**src/rtl/ram_addr_ctr_pkg.sv**
```systemverilog
package ram_addr_ctr_pkg;
  typedef enum logic [2:0] {
    OP_IDLE  = 3'd0,
    OP_STEP  = 3'd1,
    OP_MOVE  = 3'd2,
    OP_LDCG  = 3'd3,
    OP_LDDD  = 3'd4,
    OP_HOME  = 3'd5,
    OP_CLEAR = 3'd6
  } ctr_op_e;
endpackage

```
**src/rtl/ram_addr_ctr_rst_sync.sv**
```systemverilog
module ram_addr_ctr_rst_sync #(
  parameter int STAGES = 2
) (
  input  logic clk,
  input  logic rst_n,
  output logic rst_sync_n
);
  logic [STAGES-1:0] sync_q;

  always_ff @(posedge clk or negedge rst_n) begin
    if (!rst_n) sync_q <= '0;
    else        sync_q <= {sync_q[STAGES-2:0], 1'b1};
  end

  assign rst_sync_n = sync_q[STAGES-1];
endmodule

```
**src/rtl/ram_addr_ctr_arb.sv**
```systemverilog
module ram_addr_ctr_arb
  import ram_addr_ctr_pkg::*;
(
  input  logic    clear_i,
  input  logic    home_i,
  input  logic    ld_dd_i,
  input  logic    ld_cg_i,
  input  logic    move_i,
  input  logic    acc_i,
  output ctr_op_e op_o
);
  always_comb begin
    if      (clear_i) op_o = OP_CLEAR;
    else if (home_i)  op_o = OP_HOME;
    else if (ld_dd_i) op_o = OP_LDDD;
    else if (ld_cg_i) op_o = OP_LDCG;
    else if (move_i)  op_o = OP_MOVE;
    else if (acc_i)   op_o = OP_STEP;
    else              op_o = OP_IDLE;
  end
endmodule

```
**src/rtl/ram_addr_ctr_step.sv**
```systemverilog
module ram_addr_ctr_step #(
  parameter int ADDR_W     = 7,
  parameter int LINE_LEN   = 40,
  parameter int LINE2_BASE = 64
) (
  input  logic [ADDR_W-1:0] addr_i,
  input  logic              two_line_i,
  input  logic              cg_i,
  input  logic              up_i,
  output logic [ADDR_W-1:0] addr_o
);
  localparam logic [ADDR_W-1:0] ONE      = ADDR_W'(1);
  localparam logic [ADDR_W-1:0] ZERO     = '0;
  localparam logic [ADDR_W-1:0] L1_LAST  = ADDR_W'(2*LINE_LEN - 1);
  localparam logic [ADDR_W-1:0] A_LAST   = ADDR_W'(LINE_LEN - 1);
  localparam logic [ADDR_W-1:0] B_FIRST  = ADDR_W'(LINE2_BASE);
  localparam logic [ADDR_W-1:0] B_LAST   = ADDR_W'(LINE2_BASE + LINE_LEN - 1);

  always_comb begin
    addr_o = up_i ? addr_i + ONE : addr_i - ONE;
    if (!cg_i) begin
      if (two_line_i) begin
        if (up_i) begin
          if (addr_i == A_LAST)      addr_o = B_FIRST;
          else if (addr_i == B_LAST) addr_o = ZERO;
        end else begin
          if (addr_i == B_FIRST)     addr_o = A_LAST;
          else if (addr_i == ZERO)   addr_o = B_LAST;
        end
      end else begin
        if (up_i && addr_i == L1_LAST)   addr_o = ZERO;
        else if (!up_i && addr_i == ZERO) addr_o = L1_LAST;
      end
    end
  end
endmodule

```
**src/rtl/ram_addr_ctr_scroll.sv**
```systemverilog
module ram_addr_ctr_scroll #(
  parameter int LINE_LEN = 40,
  parameter int OFF_W    = $clog2(2*LINE_LEN)
) (
  input  logic [OFF_W-1:0] off_i,
  input  logic             two_line_i,
  input  logic             up_i,
  output logic [OFF_W-1:0] off_o
);
  localparam logic [OFF_W-1:0] ONE      = OFF_W'(1);
  localparam logic [OFF_W-1:0] LAST_TWO = OFF_W'(LINE_LEN - 1);
  localparam logic [OFF_W-1:0] LAST_ONE = OFF_W'(2*LINE_LEN - 1);

  logic [OFF_W-1:0] last;

  always_comb begin
    last = two_line_i ? LAST_TWO : LAST_ONE;
    if (up_i) off_o = (off_i >= last) ? '0 : off_i + ONE;
    else      off_o = (off_i == '0 || off_i > last) ? last : off_i - ONE;
  end
endmodule

```
**src/rtl/ram_addr_ctr.sv**
```systemverilog
module ram_addr_ctr
  import ram_addr_ctr_pkg::*;
#(
  parameter int ADDR_W     = 7,
  parameter int LINE_LEN   = 40,
  parameter int LINE2_BASE = 64
) (
  input  logic                            clk,
  input  logic                            rst_n,
  input  logic                            two_line_i,
  input  logic                            ld_dd_i,
  input  logic                            ld_cg_i,
  input  logic [ADDR_W-1:0]               ld_addr_i,
  input  logic                            acc_i,
  input  logic                            mode_i,
  input  logic                            mode_inc_i,
  input  logic                            move_i,
  input  logic                            move_disp_i,
  input  logic                            move_right_i,
  input  logic                            home_i,
  input  logic                            clear_i,
  output logic [ADDR_W-1:0]               addr_o,
  output logic                            cg_sel_o,
  output logic                            inc_o,
  output logic [$clog2(2*LINE_LEN)-1:0]   shift_o
);
  localparam int OFF_W = $clog2(2*LINE_LEN);

  logic              rst_q_n;
  ctr_op_e           op;
  logic [ADDR_W-1:0] addr_q, addr_d, addr_step;
  logic              cg_q, cg_d;
  logic              inc_q, inc_d;
  logic [OFF_W-1:0]  off_q, off_d, off_step;
  logic              step_up;
  logic              upd_en;

  ram_addr_ctr_rst_sync #(.STAGES(2)) u_rst (
    .clk        (clk),
    .rst_n      (rst_n),
    .rst_sync_n (rst_q_n)
  );

  ram_addr_ctr_arb u_arb (
    .clear_i (clear_i),
    .home_i  (home_i),
    .ld_dd_i (ld_dd_i),
    .ld_cg_i (ld_cg_i),
    .move_i  (move_i),
    .acc_i   (acc_i),
    .op_o    (op)
  );

  assign step_up = (op == OP_MOVE) ? move_right_i : inc_q;

  ram_addr_ctr_step #(
    .ADDR_W(ADDR_W), .LINE_LEN(LINE_LEN), .LINE2_BASE(LINE2_BASE)
  ) u_step (
    .addr_i     (addr_q),
    .two_line_i (two_line_i),
    .cg_i       (cg_q),
    .up_i       (step_up),
    .addr_o     (addr_step)
  );

  ram_addr_ctr_scroll #(.LINE_LEN(LINE_LEN), .OFF_W(OFF_W)) u_scroll (
    .off_i      (off_q),
    .two_line_i (two_line_i),
    .up_i       (!move_right_i),
    .off_o      (off_step)
  );

  assign upd_en = (op != OP_IDLE) || mode_i;

  always_comb begin
    addr_d = addr_q;
    cg_d   = cg_q;
    off_d  = off_q;
    inc_d  = mode_i ? mode_inc_i : inc_q;
    unique case (op)
      OP_CLEAR: begin
        addr_d = '0; cg_d = 1'b0; off_d = '0; inc_d = 1'b1;
      end
      OP_HOME: begin
        addr_d = '0; cg_d = 1'b0; off_d = '0;
      end
      OP_LDDD: begin
        addr_d = ld_addr_i; cg_d = 1'b0;
      end
      OP_LDCG: begin
        addr_d = ld_addr_i; cg_d = 1'b1;
      end
      OP_MOVE: begin
        if (move_disp_i) off_d  = off_step;
        else             addr_d = addr_step;
      end
      OP_STEP: addr_d = addr_step;
      default: ;
    endcase
  end

  always_ff @(posedge clk or negedge rst_q_n) begin
    if (!rst_q_n) begin
      addr_q <= '0;
      cg_q   <= 1'b0;
      inc_q  <= 1'b1;
      off_q  <= '0;
    end else if (upd_en) begin
      addr_q <= addr_d;
      cg_q   <= cg_d;
      inc_q  <= inc_d;
      off_q  <= off_d;
    end
  end

  assign addr_o   = addr_q;
  assign cg_sel_o = cg_q;
  assign inc_o    = inc_q;
  assign shift_o  = off_q;
endmodule

```
**config.mk**
```make
export PLATFORM = sky130hd
export DESIGN_NAME = ram_addr_ctr
export DESIGN_NICKNAME = d
export VERILOG_FILES = /design/src/rtl/ram_addr_ctr_pkg.sv /design/src/rtl/ram_addr_ctr_rst_sync.sv /design/src/rtl/ram_addr_ctr_arb.sv /design/src/rtl/ram_addr_ctr_step.sv /design/src/rtl/ram_addr_ctr_scroll.sv /design/src/rtl/ram_addr_ctr.sv
export SDC_FILE = /design/constraint.sdc
export NUM_CORES = 1
export LEC_CHECK = 0
export ABC_AREA = 1
export BUFFER_PORTS_ARGS = -buffer_cell sky130_fd_sc_hd__clkbuf_2
export CORE_ASPECT_RATIO = 0.9
export CORE_UTILIZATION = 60
export DETAILED_ROUTE_END_ITERATION = 10
export PLACE_DENSITY_LB_ADDON = 0.08
export SKIP_CTS_REPAIR_TIMING = 1
export SLEW_MARGIN = 25
export SYNTH_ARGS = -nofsm -noshare
export SYNTH_HDL_FRONTEND = slang
export SYNTH_SLANG_ARGS = --single-unit
```
**constraint.sdc**
```tcl
create_clock -name clk -period 1.65 [get_ports clk]
set_input_delay 0.0825 -clock clk [delete_from_list [all_inputs] [get_ports clk]]
set_output_delay 0.0825 -clock clk [all_outputs]
set_load 0.005 [all_outputs]
```
Yosys cells after proc, flatten, opt, wreduce, memory -nomap -nowiden
Index checks and enable logic that the tools add are counted.
{"block": "totals", "reg_bits": 18, "wordCells": 70}
{"block": "op_classes", "n_addsub": 4, "order_cmp": 2, "eq_ne": 12, "muxes": 28, "reduce_logical": 19}
{"op": "$mux W7", "count": 16}
{"op": "$pmux W7 S4", "count": 1}
{"op": "$eq A7 B7 Y1 const B", "count": 3}
{"op": "$mux W3", "count": 5}
{"op": "$add A7 B1 Y7 const B", "count": 2}
{"op": "$logic_not A7 Y1", "count": 2}
{"op": "$pmux W7 S2", "count": 1}
{"op": "$sub A7 B1 Y7 const B", "count": 2}
{"op": "$eq A3 B3 Y1 const B", "count": 3}
{"op": "$eq A7 B6 Y1 const B", "count": 1}
{"op": "$ge A7 B7 Y1", "count": 1}
{"op": "$gt A7 B7 Y1", "count": 1}
{"op": "$eq A3 B2 Y1 const B", "count": 2}
{"op": "$reduce_and A3 Y1", "count": 2}
{"op": "$reduce_bool A2 Y1", "count": 3}
{"op": "$mux W1", "count": 4}
{"op": "$ne A2 B2 Y1 const B", "count": 2}
{"op": "$reduce_and A2 Y1", "count": 2}
{"op": "$reduce_bool A4 Y1", "count": 1}
{"op": "$reduce_or A2 Y1", "count": 2}
{"op": "$eq A3 B1 Y1 const B", "count": 1}
{"op": "$reduce_bool A3 Y1", "count": 1}
{"op": "$reduce_or A3 Y1", "count": 1}
{"op": "$logic_and A1 B1 Y1", "count": 2}
{"op": "3 further kinds", "count": 4}

Logic depth before layout (Yosys ltp)
{"block": "logic_depth", "depth_word": 16, "mapped_depth": 17}

Hierarchy
Synthesis repeated with hierarchy kept, for this count alone.
{"block": "unflattened", "hier_cells": 314, "hier_area_um2": 2008.2}
{"mod": "ram_addr_ctr", "instances": 1, "cells_per_inst": 106, "area_per_inst_um2": 844.6, "seq_area_each_um2": 401.6}
{"mod": "ram_addr_ctr_scroll", "instances": 1, "cells_per_inst": 94, "area_per_inst_um2": 536.8, "seq_area_each_um2": 0.0}
{"mod": "ram_addr_ctr_step", "instances": 1, "cells_per_inst": 99, "area_per_inst_um2": 519.2, "seq_area_each_um2": 0.0}
{"mod": "ram_addr_ctr_arb", "instances": 1, "cells_per_inst": 12, "area_per_inst_um2": 53.8, "seq_area_each_um2": 0.0}
{"mod": "ram_addr_ctr_rst_sync", "instances": 1, "cells_per_inst": 3, "area_per_inst_um2": 53.8, "seq_area_each_um2": 50.0}

Least setup slack after synthesis
Ideal clock, no wire load.
{"block": "synth_path", "kind": "register -> register", "start": "reg inc_q, in the netlist inc_o", "end": "reg addr_q[4], in the netlist addr_o[4]", "arrival_ps": 1812, "required_ps": 1573, "path_slack_ps": -239, "path_stages_with_launch": 13, "synth_period_minus_slack_ps": 1889, "cell_sequence": "dfstp_2 inv_1 o21ai_2 nand2_4 xor2_1 inv_1 ha_1 o21bai_2 a21oi_1 o21ai_1 nor2_1 a21oi_1 a21oi_1"}
{"block": "synth_via", "elab_chain_cells": 9, "elab_cells_between_ends": 16, "classes_between": "mux (13); reduce/logical (3)"}
{"item": "start: declaration", "line": "ram_addr_ctr.sv:33", "rtl": "logic inc_q, inc_d;"}
{"item": "start signal: assignment", "line": "ram_addr_ctr.sv:111", "rtl": "inc_q <= inc_d;"}
{"item": "$mux W1 *", "line": "ram_addr_ctr.sv:54", "rtl": "assign step_up = (op == OP_MOVE) ? move_right_i : inc_q;"}
{"item": "$mux W7 / $logic_not A1 Y1 (equally long branches)", "line": "ram_addr_ctr_step.sv:20, ram_addr_ctr_step.sv:32"}
{"item": "$mux W7, or another cell as far along", "line": "ram_addr_ctr_step.sv:28", "rtl": "else if (addr_i == ZERO) addr_o = B_LAST;"}
{"item": "$mux W7 (on tied branches)", "line": "ram_addr_ctr_step.sv:27, ram_addr_ctr_step.sv:24, ram_addr_ctr_step.sv:32"}
{"item": "$mux W7 (on tied branches)", "line": "ram_addr_ctr_step.sv:23, ram_addr_ctr_step.sv:31"}
{"item": "$mux W7", "line": "ram_addr_ctr_step.sv:22", "rtl": "if (two_line_i) begin"}
{"item": "$mux W7 *", "line": "ram_addr_ctr_step.sv:21", "rtl": "if (!cg_i) begin"}
{"item": "$mux W7", "line": "ram_addr_ctr.sv:94", "rtl": "if (move_disp_i) off_d = off_step;"}
{"item": "$pmux W7 S4 *", "line": "ram_addr_ctr.sv:80", "rtl": "unique case (op)"}
{"item": "end signal: assignment", "line": "ram_addr_ctr.sv:109", "rtl": "addr_q <= addr_d;"}
{"item": "end: declaration", "line": "ram_addr_ctr.sv:31", "rtl": "logic [ADDR_W-1:0] addr_q, addr_d, addr_step;"}
Mark *: on every way between the ends. The rest lies on a longest branch, timed or not. The select of a mux whose other input is x is not followed.
A chain may end at the register's enable or synchronous reset.

Worst setup path in the final report
{"block": "layout_path", "start": "reg off_q[6], in the netlist shift_o[6]", "end": "reg off_q[5], in the netlist shift_o[5]"}
{"block": "layout_via", "elab_chain_cells": 6, "elab_cells_between_ends": 9, "classes_between": "order compare (2); mux (5); reduce/logical (2)"}
{"item": "start: declaration", "line": "ram_addr_ctr.sv:34", "rtl": "logic [OFF_W-1:0] off_q, off_d, off_step;"}
{"item": "start signal: assignment", "line": "ram_addr_ctr.sv:107", "rtl": "off_q <= '0;"}
{"item": "start signal: assignment", "line": "ram_addr_ctr.sv:112", "rtl": "off_q <= off_d;"}
{"item": "$gt A7 B7 Y1 / $logic_not A7 Y1 (equally long branches)", "line": "ram_addr_ctr_scroll.sv:19", "rtl": "else off_o = (off_i == '0 || off_i > last) ? last : off_i - ONE;"}
{"item": "$logic_or A1 B1 Y1", "line": "ram_addr_ctr_scroll.sv:19"}
{"item": "$mux W7", "line": "ram_addr_ctr_scroll.sv:19"}
{"item": "$mux W7 *", "line": "ram_addr_ctr_scroll.sv:18", "rtl": "if (up_i) off_o = (off_i >= last) ? '0 : off_i + ONE;"}
{"item": "$mux W7 *", "line": "ram_addr_ctr.sv:94"}
{"item": "$pmux W7 S2 *", "line": "ram_addr_ctr.sv:80"}
Marks and branches as above.

==> flow_metrics.py <==
metrics = {
    "run_status": {
        "status": "finished with violations",
        "violations": "setup timing",
    },
    "timing": {
        "period_share_pct": 119,
        "finalMaxSlewViolations": 0,
        "rsz0062_at_grt": "true",
        "relSlewSlack_pct": 50.7,
        "setup_ws_ns": -0.311,
        "clock_skew_ns": 0.0212,
        "fin_setup_tns_ns": -3.28,
        "max_freq_ghz": 0.510,
        "worstMarginPinSlew_ns": 0.740,
        "period_needed_ns": 1.96,
        "finalHoldViolCount": 0,
        "setup_viol_count_final": 13,
    },
    "logic_synthesis": {
        "syn-instance-count": 260,
        "ys.flop_type": "dfrtp_1",
        "async_flop_share_pct": 100,
        "synth_fp_nets": 288,
        "ys_warn_count": 0,
        "synthDistinctLibCells": 39,
        "synth_edf_count": 0,
        "avgSynthCellArea_um2": 6.99,
        "synth_top_area_share_pct": 23.4,
        "seq_area_frac_synth_pct": 24.9,
        "ys_ff_latch": 18,
        "yosysMostFrequentCell": "nand2_1",
        "mappedNetlistArea_um2": 1820,
        "synth_common_cells": "52 x nand2_1, 27 x inv_1, 25 x nor2_1",
        "yosys.area.top_type": "dfrtp_1",
        "ys_top_cells_by_area": "dfrtp_1 23%, nand2_1 11%, nand3_1 6.1%, xor2_1 5.8%, inv_1 5.6%",
    },
    "grt": {
        "antenna_found_initial": 0,
        "gr-max-usage-layer": "met2",
        "gr-usage-met2_pct": 58.3,
        "grt_pass1_vias": 1865,
        "overflow": 0,
        "grt_pass1_wl_um": 8230,
        "grt_util_met3_pct": 4.09,
        "grt_usage_pct": 34.8,
        "use_met1_pct": 47.5,
        "grt_max_degree": 17,
    },
    "worst_setup_path": {
        "cp-start-kind": "register",
        "crit_arrival_ns": 2.19,
        "reg2reg_depth": 10,
        "cpPeakStageDelay_ns": 0.46,
        "required_ns": 1.88,
        "worstPathCellList": "ha_4 -> nand4_1 -> nor2_1 -> nor3_2 -> nand3_2 -> nand2_2 -> nand3_4 -> a21oi_1 -> nand2_1 -> o21ai_1",
        "path_class": "reg -> reg",
        "critPathSlowestCell": "dfrtp_1",
        "crit_path_max_fanout": 4,
        "ff2ff_setup_slack_ns": -0.31,
        "crit_path_end_kind": "register",
    },
    "floorplanning": {
        "die_h_um": 54.2,
        "fp.dieW_um": 60,
        "dieArea_um2": 3250,
        "io_pins": 36,
        "core_area_um2": 2820,
        "rows": 18,
        "start_util_pct": 64.5,
    },
    "clock_network": {
        "clk_pin_slew_ns": 0.13,
        "htreeDepth": 1,
        "cts_made_buffers": 3,
        "clkSinkCount": 18,
        "clk_latency_ns": 0.32,
        "cts_tree": "built",
        "clockRootBuffer": "clkbuf_4",
        "clockBufferDepth": 2,
    },
    "routing": {
        "drt_iter0_markers": 228,
        "drc": 0,
        "antenna_left": 0,
        "totalWireLength_um": 6530,
        "drt-vias-per-instance": 5.92,
        "vias": 2302,
        "routedWlPerCell_um": 16.8,
        "firstDrtPassIters": 5,
    },
    "cells_and_area": {
        "nets": 378,
        "drive_gt1_share_pct": 43.8,
        "num_antenna_cells": 0,
        "final_area_um2": 2600,
        "area_delta_synth_final_pct": 43.3,
        "fin_util_pct": 92.5,
    },
    "power": {
        "peakVddDrop_uv": 804,
        "pwr-share-clk_pct": 20.6,
        "sw_frac_of_total_pct": 39.1,
        "power_frac_seq_pct": 34.8,
        "power_switching_w": 0.000566,
        "p_comb_share_pct": 44.6,
        "power.internal_w": 0.000880,
        "power_density_nw_per_um2": 555,
        "p_leak_nw": 1.33,
    },
    "place": {
        "dpl_cell_area_um2": 2420,
        "hpwlAfterDp_um": 4360,
        "post-place-ws_ns": -0.242,
        "io_buffers": 35,
        "gp_congestion": 1.04,
    },
    "hold_path": {
        "whs_path_depth": 3,
        "hp-class": "in -> reg",
    },
    "flow_run": {
        "maxCapViolations": 0,
    },
}
==> layer usage <==
layer | up-vias | wire length [um] | share of wire [%]
li1 | 1038 | - | -
met1 | 1048 | 2600 | 40
met2 | 176 | 3080 | 47
met3 | 40 | 661 | 10
met4 | 0 | 191 | 2.9
met5 | - | 0 | 0
==> logic make-up after synthesis <==
logic type	count (synthesis)	synth area share [%]
AND/OR/NAND/NOR	134	38.0
flip-flops	18	24.9
AO/OA/AOI/OAI	49	17.2
other	1	0.206
XOR/XNOR	12	5.79
adder cells (fa/ha/maj)	8	5.51
buffers and inverters	38	8.40
==> flip-flops by register name, summed over array words and instances (netlist names) <==
register,flops
shift_o,7
u_rst.sync_q,2
addr_o,7
cg_sel_o,1
inc_o,1
==> path summary, 6_finish.rpt <==
check / start / endpoint
max reg2reg: shift_o[6] / shift_o[5]
min reg2reg: u_rst.sync_q[1] / shift_o[4]
min in group asynchronous: rst_n / u_rst.sync_q[0]
max in group asynchronous: u_rst.sync_q[1] / shift_o[3]
max: shift_o[6] / shift_o[5]
min: mode_inc_i / inc_o
==> worst max-delay path: cells and delay by family, from the launching register on <==
family / cells / cell delay, ns
adders and majority gates: 1 / 0.25
DFF: 1 / 0.46
and+or+nand+nor: 7 / 0.89
AOI/OAI and AO/OA: 2 / 0.26
==> power by group through the flow <==
stage	registers (W)	logic, W	clock network (W)
CTS	0.000498	0.000577	0.000292
finish	0.000503	0.000645	0.000297
floorplan	0.000513	0.000323	0
global route	0.000507	0.000692	0.000310
global placement	0.000506	0.000553	0
detailed placement	0.000506	0.000574	0
==> layout by cell type (no fill, tap or decap), drive strengths merged <==
cell and instances:
o22ai 2, nor3 5, nor3b 1, o21bai 1, clkinv 1, conb 1
dfrtp 17, o32ai 1, o31ai 1, nand4 2, a21oi 11, o211a 1
o2111ai 1, nor2 30, dfstp 1, buf 51, o21ai 25, xor2 12
nor4 2, or2 2, nand3b 1, nand3 27, ha 8, clkbuf 39
a31oi 4, nand2 64, dlygate4sd3 2, inv 34, o211ai 2
==> metrics by stage <==
stage,total power (W),hold WS (ns),std cells
floorplan,0.000836,-0.213,260
finish,0.00145,0.0153,389
CTS,0.00137,-0.464,383
global placement,0.00106,-0.131,379
detailed placement,0.00108,-0.130,379
global route,0.00151,0.0175,389
==> final cells by class <==
type | count | area (um2)
well taps | 40 | 50.0
flip-flops and latches | 18 | 454
multi-input cells | 204 | 1350
fillers | 111 | 211
clock buffers | 4 | 36.3
repair buffers | 88 | 578
inverters | 35 | 131
Note: power is estimated with default switching activity, not from simulation.
